--- src/rtl/xferPkg.sv ---
package xferPkg;

  // register word indices on the slave port
  localparam logic [2:0] REG_SRC  = 3'd0;
  localparam logic [2:0] REG_DST  = 3'd1;
  localparam logic [2:0] REG_MODE = 3'd2;
  localparam logic [2:0] REG_LEN  = 3'd3;
  localparam logic [2:0] REG_STAT = 3'd4;

  // mode bits
  localparam int MODE_SRC_STEP = 0;
  localparam int MODE_DST_STEP = 1;
  localparam int MODE_IRQ_EN   = 2;
  localparam int MODE_W        = 3;

  // status bits
  localparam int STAT_BUSY = 0;
  localparam int STAT_DONE = 1;
  localparam int STAT_ERR  = 2;

  localparam int WORD_BYTES = 4;

  typedef enum logic [1:0] {
    PH_IDLE,
    PH_REQ,
    PH_WAIT
  } phase_t;

  // control -> datapath strobes
  typedef struct packed {
    logic start;    // latch pointers from registers
    logic push;     // read word accepted into FIFO
    logic srcStep;  // advance source pointer
    logic pop;      // head word granted to write channel
    logic dstStep;  // advance destination pointer
    logic flush;    // empty the FIFO
  } xferStrobes_t;

endpackage

--- src/rtl/xferFifo.sv ---
module xferFifo #(
  parameter int DEPTH = 16,
  parameter int WIDTH = 32
) (
  input  logic                           clk,
  input  logic                           rstN,
  input  logic                           push,
  input  logic                           pop,
  input  logic                           flush,
  input  logic [WIDTH-1:0]               pushData,
  output logic [WIDTH-1:0]               head,
  output logic [$clog2(DEPTH+1)-1:0]     count
);
  localparam int CNT_W = $clog2(DEPTH + 1);
  localparam int PTR_W = (DEPTH > 1) ? $clog2(DEPTH) : 1;

  generate
    if (DEPTH == 1) begin : g_single
      logic [WIDTH-1:0] slot;
      logic             full;

      always_ff @(posedge clk) begin
        if (!rstN)                 full <= 1'b0;
        else if (flush)            full <= 1'b0;
        else if (push && !full)    full <= 1'b1;
        else if (pop && full)      full <= 1'b0;
      end

      always_ff @(posedge clk) begin
        if (push && !full) slot <= pushData;
      end

      assign head  = slot;
      assign count = CNT_W'(full);
    end else begin : g_ring
      logic [WIDTH-1:0] mem [DEPTH];
      logic [PTR_W-1:0] wrPtr, rdPtr;
      logic [CNT_W-1:0] cnt;
      logic             doPush, doPop;

      function automatic logic [PTR_W-1:0] bump(input logic [PTR_W-1:0] p);
        return (p == PTR_W'(DEPTH - 1)) ? '0 : p + PTR_W'(1);
      endfunction

      assign doPush = push && (cnt < CNT_W'(DEPTH));
      assign doPop  = pop && (cnt != '0);

      always_ff @(posedge clk) begin
        if (!rstN || flush) begin
          wrPtr <= '0;
          rdPtr <= '0;
          cnt   <= '0;
        end else begin
          if (doPush) wrPtr <= bump(wrPtr);
          if (doPop)  rdPtr <= bump(rdPtr);
          if (doPush && !doPop)      cnt <= cnt + CNT_W'(1);
          else if (doPop && !doPush) cnt <= cnt - CNT_W'(1);
        end
      end

      always_ff @(posedge clk) begin
        if (doPush) mem[wrPtr] <= pushData;
      end

      assign head  = mem[rdPtr];
      assign count = cnt;
    end
  endgenerate

endmodule

--- src/rtl/xferCtrl.sv ---
module xferCtrl
  import xferPkg::*;
#(
  parameter int DATA_W     = 32,
  parameter int LEN_W      = 16,
  parameter int FIFO_DEPTH = 16
) (
  input  logic                               clk,
  input  logic                               rstN,
  input  logic                               regWe,
  input  logic [2:0]                         regAddr,
  input  logic [DATA_W-1:0]                  regWdata,
  input  logic                               rdGnt,
  input  logic                               rdValid,
  input  logic                               rdErr,
  input  logic                               wrGnt,
  input  logic                               wrAck,
  input  logic                               wrErr,
  input  logic [$clog2(FIFO_DEPTH+1)-1:0]    fifoCount,
  input  logic                               irqEn,
  output xferStrobes_t                       strobes,
  output logic                               rdReq,
  output logic                               wrReq,
  output logic                               busy,
  output logic                               done,
  output logic                               err,
  output logic                               irq
);
  localparam int CNT_W  = $clog2(FIFO_DEPTH + 1);
  localparam int WORD_W = LEN_W - 2;

  phase_t            rdPh, wrPh;
  logic [WORD_W-1:0] rdLeft, wrLeft;
  logic [WORD_W-1:0] startWords;
  logic              startHit, statWrite;
  logic              rdResp, wrResp, abort;
  logic              unusedWdata;

  assign startWords = regWdata[LEN_W-1:2];
  assign startHit   = regWe && !busy && (regAddr == REG_LEN) && (startWords != '0);
  assign statWrite  = regWe && (regAddr == REG_STAT);
  assign unusedWdata = ^regWdata;

  assign rdResp = (rdPh == PH_WAIT) && rdValid;
  assign wrResp = (wrPh == PH_WAIT) && wrAck;
  assign abort  = (rdResp && rdErr) || (wrResp && wrErr);

  assign rdReq = (rdPh == PH_REQ);
  assign wrReq = (wrPh == PH_REQ);

  always_comb begin
    strobes         = '0;
    strobes.start   = startHit;
    strobes.flush   = startHit || abort;
    strobes.push    = rdResp && !rdErr && !abort;
    strobes.srcStep = rdResp && !rdErr && !abort;
    strobes.pop     = (wrPh == PH_REQ) && wrGnt && !abort;
    strobes.dstStep = wrResp && !wrErr && !abort;
  end

  always_ff @(posedge clk) begin
    if (!rstN) begin
      busy   <= 1'b0;
      done   <= 1'b0;
      err    <= 1'b0;
      rdPh   <= PH_IDLE;
      wrPh   <= PH_IDLE;
      rdLeft <= '0;
      wrLeft <= '0;
    end else begin
      if (statWrite) begin
        if (regWdata[STAT_DONE]) done <= 1'b0;
        if (regWdata[STAT_ERR])  err  <= 1'b0;
      end
      if (startHit) begin
        busy   <= 1'b1;
        done   <= 1'b0;
        err    <= 1'b0;
        rdLeft <= startWords;
        wrLeft <= startWords;
        rdPh   <= PH_IDLE;
        wrPh   <= PH_IDLE;
      end else if (abort) begin
        busy <= 1'b0;
        err  <= 1'b1;
        rdPh <= PH_IDLE;
        wrPh <= PH_IDLE;
      end else if (busy) begin
        unique case (rdPh)
          PH_IDLE: if (rdLeft != '0 && fifoCount < CNT_W'(FIFO_DEPTH)) rdPh <= PH_REQ;
          PH_REQ:  if (rdGnt) rdPh <= PH_WAIT;
          PH_WAIT: if (rdValid) begin
                     rdPh   <= PH_IDLE;
                     rdLeft <= rdLeft - WORD_W'(1);
                   end
          default: rdPh <= PH_IDLE;
        endcase
        unique case (wrPh)
          PH_IDLE: if (wrLeft != '0 && fifoCount != '0) wrPh <= PH_REQ;
          PH_REQ:  if (wrGnt) wrPh <= PH_WAIT;
          PH_WAIT: if (wrAck) begin
                     wrPh   <= PH_IDLE;
                     wrLeft <= wrLeft - WORD_W'(1);
                     if (wrLeft == WORD_W'(1)) begin
                       busy <= 1'b0;
                       done <= 1'b1;
                     end
                   end
          default: wrPh <= PH_IDLE;
        endcase
      end
    end
  end

  assign irq = irqEn && (done || err);

endmodule

--- src/rtl/xferPath.sv ---
module xferPath
  import xferPkg::*;
#(
  parameter int ADDR_W     = 32,
  parameter int DATA_W     = 32,
  parameter int LEN_W      = 16,
  parameter int FIFO_DEPTH = 16
) (
  input  logic                               clk,
  input  logic                               rstN,
  input  logic                               regWe,
  input  logic [2:0]                         regAddr,
  input  logic [DATA_W-1:0]                  regWdata,
  output logic [DATA_W-1:0]                  regRdata,
  input  logic                               busy,
  input  logic                               done,
  input  logic                               err,
  input  xferStrobes_t                       strobes,
  input  logic [DATA_W-1:0]                  rdData,
  output logic [ADDR_W-1:0]                  rdAddr,
  output logic [ADDR_W-1:0]                  wrAddr,
  output logic [DATA_W-1:0]                  wrData,
  output logic [$clog2(FIFO_DEPTH+1)-1:0]    fifoCount,
  output logic                               irqEn
);
  logic [ADDR_W-1:0] srcReg, dstReg, srcPtr, dstPtr;
  logic [MODE_W-1:0] modeReg;
  logic [LEN_W-1:0]  lenReg;
  logic              cfgWe;

  assign cfgWe = regWe && !busy;

  always_ff @(posedge clk) begin
    if (!rstN) begin
      srcReg  <= '0;
      dstReg  <= '0;
      modeReg <= '0;
      lenReg  <= '0;
    end else if (cfgWe) begin
      unique case (regAddr)
        REG_SRC:  srcReg  <= regWdata[ADDR_W-1:0];
        REG_DST:  dstReg  <= regWdata[ADDR_W-1:0];
        REG_MODE: modeReg <= regWdata[MODE_W-1:0];
        REG_LEN:  lenReg  <= {regWdata[LEN_W-1:2], 2'b00};
        default: ;
      endcase
    end
  end

  always_ff @(posedge clk) begin
    if (!rstN) begin
      srcPtr <= '0;
      dstPtr <= '0;
    end else if (strobes.start) begin
      srcPtr <= srcReg;
      dstPtr <= dstReg;
    end else begin
      if (strobes.srcStep && modeReg[MODE_SRC_STEP]) srcPtr <= srcPtr + ADDR_W'(WORD_BYTES);
      if (strobes.dstStep && modeReg[MODE_DST_STEP]) dstPtr <= dstPtr + ADDR_W'(WORD_BYTES);
    end
  end

  always_comb begin
    unique case (regAddr)
      REG_SRC:  regRdata = DATA_W'(srcReg);
      REG_DST:  regRdata = DATA_W'(dstReg);
      REG_MODE: regRdata = DATA_W'(modeReg);
      REG_LEN:  regRdata = DATA_W'(lenReg);
      REG_STAT: regRdata = DATA_W'({err, done, busy});
      default:  regRdata = '0;
    endcase
  end

  xferFifo #(
    .DEPTH (FIFO_DEPTH),
    .WIDTH (DATA_W)
  ) fifo_i (
    .clk      (clk),
    .rstN     (rstN),
    .push     (strobes.push),
    .pop      (strobes.pop),
    .flush    (strobes.flush),
    .pushData (rdData),
    .head     (wrData),
    .count    (fifoCount)
  );

  assign rdAddr = srcPtr;
  assign wrAddr = dstPtr;
  assign irqEn  = modeReg[MODE_IRQ_EN];

endmodule

--- src/rtl/xferEngine.sv ---
module xferEngine
  import xferPkg::*;
#(
  parameter int ADDR_W     = 32,
  parameter int DATA_W     = 32,
  parameter int LEN_W      = 16,
  parameter int FIFO_DEPTH = 16
) (
  input  logic              clk,
  input  logic              rstN,
  input  logic              regWe,
  input  logic [2:0]        regAddr,
  input  logic [DATA_W-1:0] regWdata,
  output logic [DATA_W-1:0] regRdata,
  output logic              rdReq,
  output logic [ADDR_W-1:0] rdAddr,
  input  logic              rdGnt,
  input  logic              rdValid,
  input  logic [DATA_W-1:0] rdData,
  input  logic              rdErr,
  output logic              wrReq,
  output logic [ADDR_W-1:0] wrAddr,
  output logic [DATA_W-1:0] wrData,
  input  logic              wrGnt,
  input  logic              wrAck,
  input  logic              wrErr,
  output logic              irq
);
  localparam int CNT_W = $clog2(FIFO_DEPTH + 1);

  xferStrobes_t     strobes;
  logic             busy, done, err, irqEn;
  logic [CNT_W-1:0] fifoCount;

  xferCtrl #(
    .DATA_W     (DATA_W),
    .LEN_W      (LEN_W),
    .FIFO_DEPTH (FIFO_DEPTH)
  ) ctrl_i (
    .clk       (clk),
    .rstN      (rstN),
    .regWe     (regWe),
    .regAddr   (regAddr),
    .regWdata  (regWdata),
    .rdGnt     (rdGnt),
    .rdValid   (rdValid),
    .rdErr     (rdErr),
    .wrGnt     (wrGnt),
    .wrAck     (wrAck),
    .wrErr     (wrErr),
    .fifoCount (fifoCount),
    .irqEn     (irqEn),
    .strobes   (strobes),
    .rdReq     (rdReq),
    .wrReq     (wrReq),
    .busy      (busy),
    .done      (done),
    .err       (err),
    .irq       (irq)
  );

  xferPath #(
    .ADDR_W     (ADDR_W),
    .DATA_W     (DATA_W),
    .LEN_W      (LEN_W),
    .FIFO_DEPTH (FIFO_DEPTH)
  ) path_i (
    .clk       (clk),
    .rstN      (rstN),
    .regWe     (regWe),
    .regAddr   (regAddr),
    .regWdata  (regWdata),
    .regRdata  (regRdata),
    .busy      (busy),
    .done      (done),
    .err       (err),
    .strobes   (strobes),
    .rdData    (rdData),
    .rdAddr    (rdAddr),
    .wrAddr    (wrAddr),
    .wrData    (wrData),
    .fifoCount (fifoCount),
    .irqEn     (irqEn)
  );

endmodule

--- config.mk ---
export PLATFORM = sky130hd
export DESIGN_NAME = xferEngine
export DESIGN_NICKNAME = d
export VERILOG_FILES = /design/src/rtl/xferPkg.sv /design/src/rtl/xferFifo.sv /design/src/rtl/xferCtrl.sv /design/src/rtl/xferPath.sv /design/src/rtl/xferEngine.sv
export SDC_FILE = /design/constraint.sdc
export NUM_CORES = 1
export LEC_CHECK = 0
export ABC_CLOCK_PERIOD_IN_PS = 11350
export BUFFER_PORTS_ARGS = -buffer_cell sky130_fd_sc_hd__buf_2
export CAP_MARGIN = 0
export CORE_MARGIN = 1
export CORE_UTILIZATION = 65
export CTS_CLUSTER_SIZE = 30
export DETAILED_ROUTE_END_ITERATION = 6
export GPL_ROUTABILITY_DRIVEN = 0
export GPL_TIMING_DRIVEN = 1
export PLACE_DENSITY = 0.86
export SYNTH_ARGS = -nofsm -noshare
export SYNTH_HDL_FRONTEND = slang
export SYNTH_SLANG_ARGS = --single-unit
--- constraint.sdc ---
create_clock -name clk -period 11.35 [get_ports clk]
set_input_delay 2.27 -clock clk [delete_from_list [all_inputs] [get_ports clk]]
set_output_delay 2.27 -clock clk [all_outputs]
set_load 0.02 [all_outputs]
==> results.cfg <==
[synth]
ys_seq_elements = 709
synth_edf_count = 512
syn-num-nets = 2009
synth_area_per_cell_um2 = 15.0
ys_async_sr_fraction = 0
yosys_warnings = 0
synth.most_common_cell = edfxtp_1
synth_cells = 1916
yosys.area.top_type_share = 0.536
ys_seq_area_frac = 0.674
synth_area_leaders = edfxtp_1 54%, dfxtp_1 14%, mux4_2 13%
synth_common_cells = 512 x edfxtp_1, 198 x nand2_1, 197 x dfxtp_1
syn_area_mm2 = 0.0287
post-synth-top-area-cell = edfxtp_1
ys.flop_type = edfxtp_1
synthDistinctLibCells = 68

[placed_design]
dpl.hpwl_mm = 44.0
port_buffers = 206

[sta]
tightest_slew_ns = 1.33
fin_skew_ns = 0.0235
setup_viol = 0
period_minus_slack_ns = 6.38
slew_headroom = 0.109
drv_slew = 0
rsz0062_at_grt = no
fmax_mhz = 157
finalCritPeriodShare = 0.562
hold_violations = 0
tns_ns = 0

[power]
p_leak_nw = 10.6
power_density_mw_per_mm2 = 161
finalPower_mw = 5.22
peakVddDrop_mv = 0.125

[global_routing]
grt_pass1_vias = 18200
grt_max_degree = 93
grt_antenna_before_repair = 4
grt_usage = 0.359
gr-total-overflow = 0
grt_pass1_wl_mm = 116

[critical_path]
cp-start-kind = input pin
critPathMaxStageDelay_ns = 1.10
crit_fanout = 22
cp.arrival_ns = 4.11
startpoint = regAddr[0]
cp_num_buf_inv = 2
crit_type = input pin to output port
crit_chain = buf_2 -> nor3_2 -> a22o_1 -> buf_2
path_delay_family = simple AND/OR/NAND/NOR gates
cp_common_cell = buf_2
r2r_start = ctrl_i.rdPh[1]
end_kind = output port
slowest_stage = nor3_2
crit_required_ns = 9.08

[clock_tree]
post_cts_resized = 0
ctsHtreeMaxLevel = 3
cts.clk_slew.worst_paths_ns = 0.06
postCtsSetupBuffers = 0
postCtsHoldBufs = 0
clkSinkCount = 709
cts_tree = done
cts_buffer_depth = 3
worstSkewPairLatency_ns = 0.61
cts_buffers = 70
clockRootBuffer = clkbuf_16

[route]
ant_nets = 0
drcViolationCount = 0
vias = 18600
wl_per_cell_um = 28.8
wl_met3_mm = 7.32
routedLengthMet1_mm = 27.8
wl_met2_mm = 41.0
vias_per_cell = 6.75
firstDrtPassIters = 6
top_layer = met5
drtIter0Drc = 2112
routed_wl_mm = 79.1

[cells_and_area]
final_layout_size_suffix_gt1_frac = 0.249
area.growth.synth_to_final_pct = 13.5
final.fill_count = 2397
finalNetCount = 2198

[floorplan]
pin_count = 207
die_area_mm2 = 0.0449
die_x_um = 212
dieHeight_um = 212
start_util = 0.663
core_mm2 = 0.0433
rows = 76

[worst_hold_path]
holdCritStartpoint = path_i.lenReg[11]
hp-class = register to register

[outcome]
status = complete, no violations

[flow_run]
maxCapViolations = 0
==> layout make-up <==
type                            instances  area [um^2]  share of cell area
Sequential cell                       709        19300               0.594
Multi-Input combinational cell       1072         8950               0.275
Clock buffer                           85         1870              0.0575
Timing Repair Buffer                  235         1250              0.0384
Tap cell                              585          732              0.0225
Clock inverter                         43          335              0.0103
Inverter                               17         65.1             0.00200
Antenna cell                            4         10.0            0.000308
==> report_power, final <==
group | internal (mW) | total, mW | switching, mW
registers | 2.78 | 2.80 | 0.0186
clock network | 1.27 | 2.28 | 1.01
logic | 0.0397 | 0.140 | 0.101
total | 4.10 | 5.22 | 1.13
==> registers in the layout (all words and copies together) (netlist names), 14 cells and up, named ones only <==
name and flops:
path_i.rdAddr 32, path_i.dstReg 32, path_i.srcReg 32, path_i.lenReg 14, ctrl_i.rdLeft 14, path_i.wrAddr 32
path_i.fifo_i.g_ring.mem 512, ctrl_i.wrLeft 14
==> worst register-to-register path: stages, from the launching register on <==
cell      delay (ns)
dfxtp_1         0.44
nand4b_1        0.53
and2_1          0.49
nand3_1         0.24
ha_1            0.29
inv_1           0.14
ha_1            0.34
nor2b_1         0.15
o21a_1          0.17
or3_1           0.30
a21oi_1         0.19
mux2i_1         0.20
==> final timing paths <==
path | end | slack, ns | depth (start not counted)
hold / removal | path_i.lenReg[11] | 0.47 | 2
setup / recovery | regRdata[16] | 4.97 | 4
hold reg to reg | path_i.lenReg[11] | 0.47 | 2
setup reg to reg | path_i.fifo_i.count[4] | 7.83 | 11
==> layout by cell type (no fill, tap or decap), types with 6 or more instances in the layout <==
cell type	n
edfxtp_1	512
buf_2	206
nand2_1	197
dfxtp_1	193
a21oi_1	171
mux4_2	160
nor2_1	81
clkbuf_16	72
o21ai_0	68
xnor2_1	52
nand3_1	41
buf_4	29
mux2i_1	27
nor4_1	26
nor3_1	24
nand4_1	23
a22o_1	17
inv_1	16
ha_1	16
xor2_1	15
clkinv_1	15
nor2_4	12
a31oi_1	12
clkinv_2	10
clkbuf_1	10
and4_1	9
a211oi_1	8
nor2b_1	7
nand4b_1	7
and2_1	7
and3_1	7
nor3_2	6
==> metal layers <==
layer | up-vias | global-route usage
met3 | 206 | 0.0740
li1 | 7813 | -
met4 | 2 | 0.151
met2 | 1163 | 0.614
met5 | - | 0
met1 | 9377 | 0.445
==> stage by stage <==
stage	setup slack (ns)	cell area [um^2]	util	hold WS [ns]	std cells
3_3_place_gp	5.19	30300	0.701	0.451	2618
5_1_grt	4.90	32500	0.752	0.488	2747
3_5_place_dp	5.07	30300	0.701	0.455	2618
6_report	4.97	32500	0.752	0.468	2750
4_1_cts	5.03	32500	0.752	0.464	2746
2_1_floorplan	5.45	28700	-	0.437	1916
==> cells by family (layout without fill, tap and decap cells) <==
group                      Yosys count  after routing  share of synthesized area
other                                0              4                          0
DFF                                709            709                      0.674
buffers and inverters              135            380                     0.0181
xor gates and xnor gates            67             67                     0.0205
AOI/OAI and AO/OA                  309            309                     0.0610
muxes                              188            188                      0.136
and+or+nand+nor                    491            491                     0.0833
adders and majority gates           17             17                    0.00768
(Power assumes the default switching activity.)
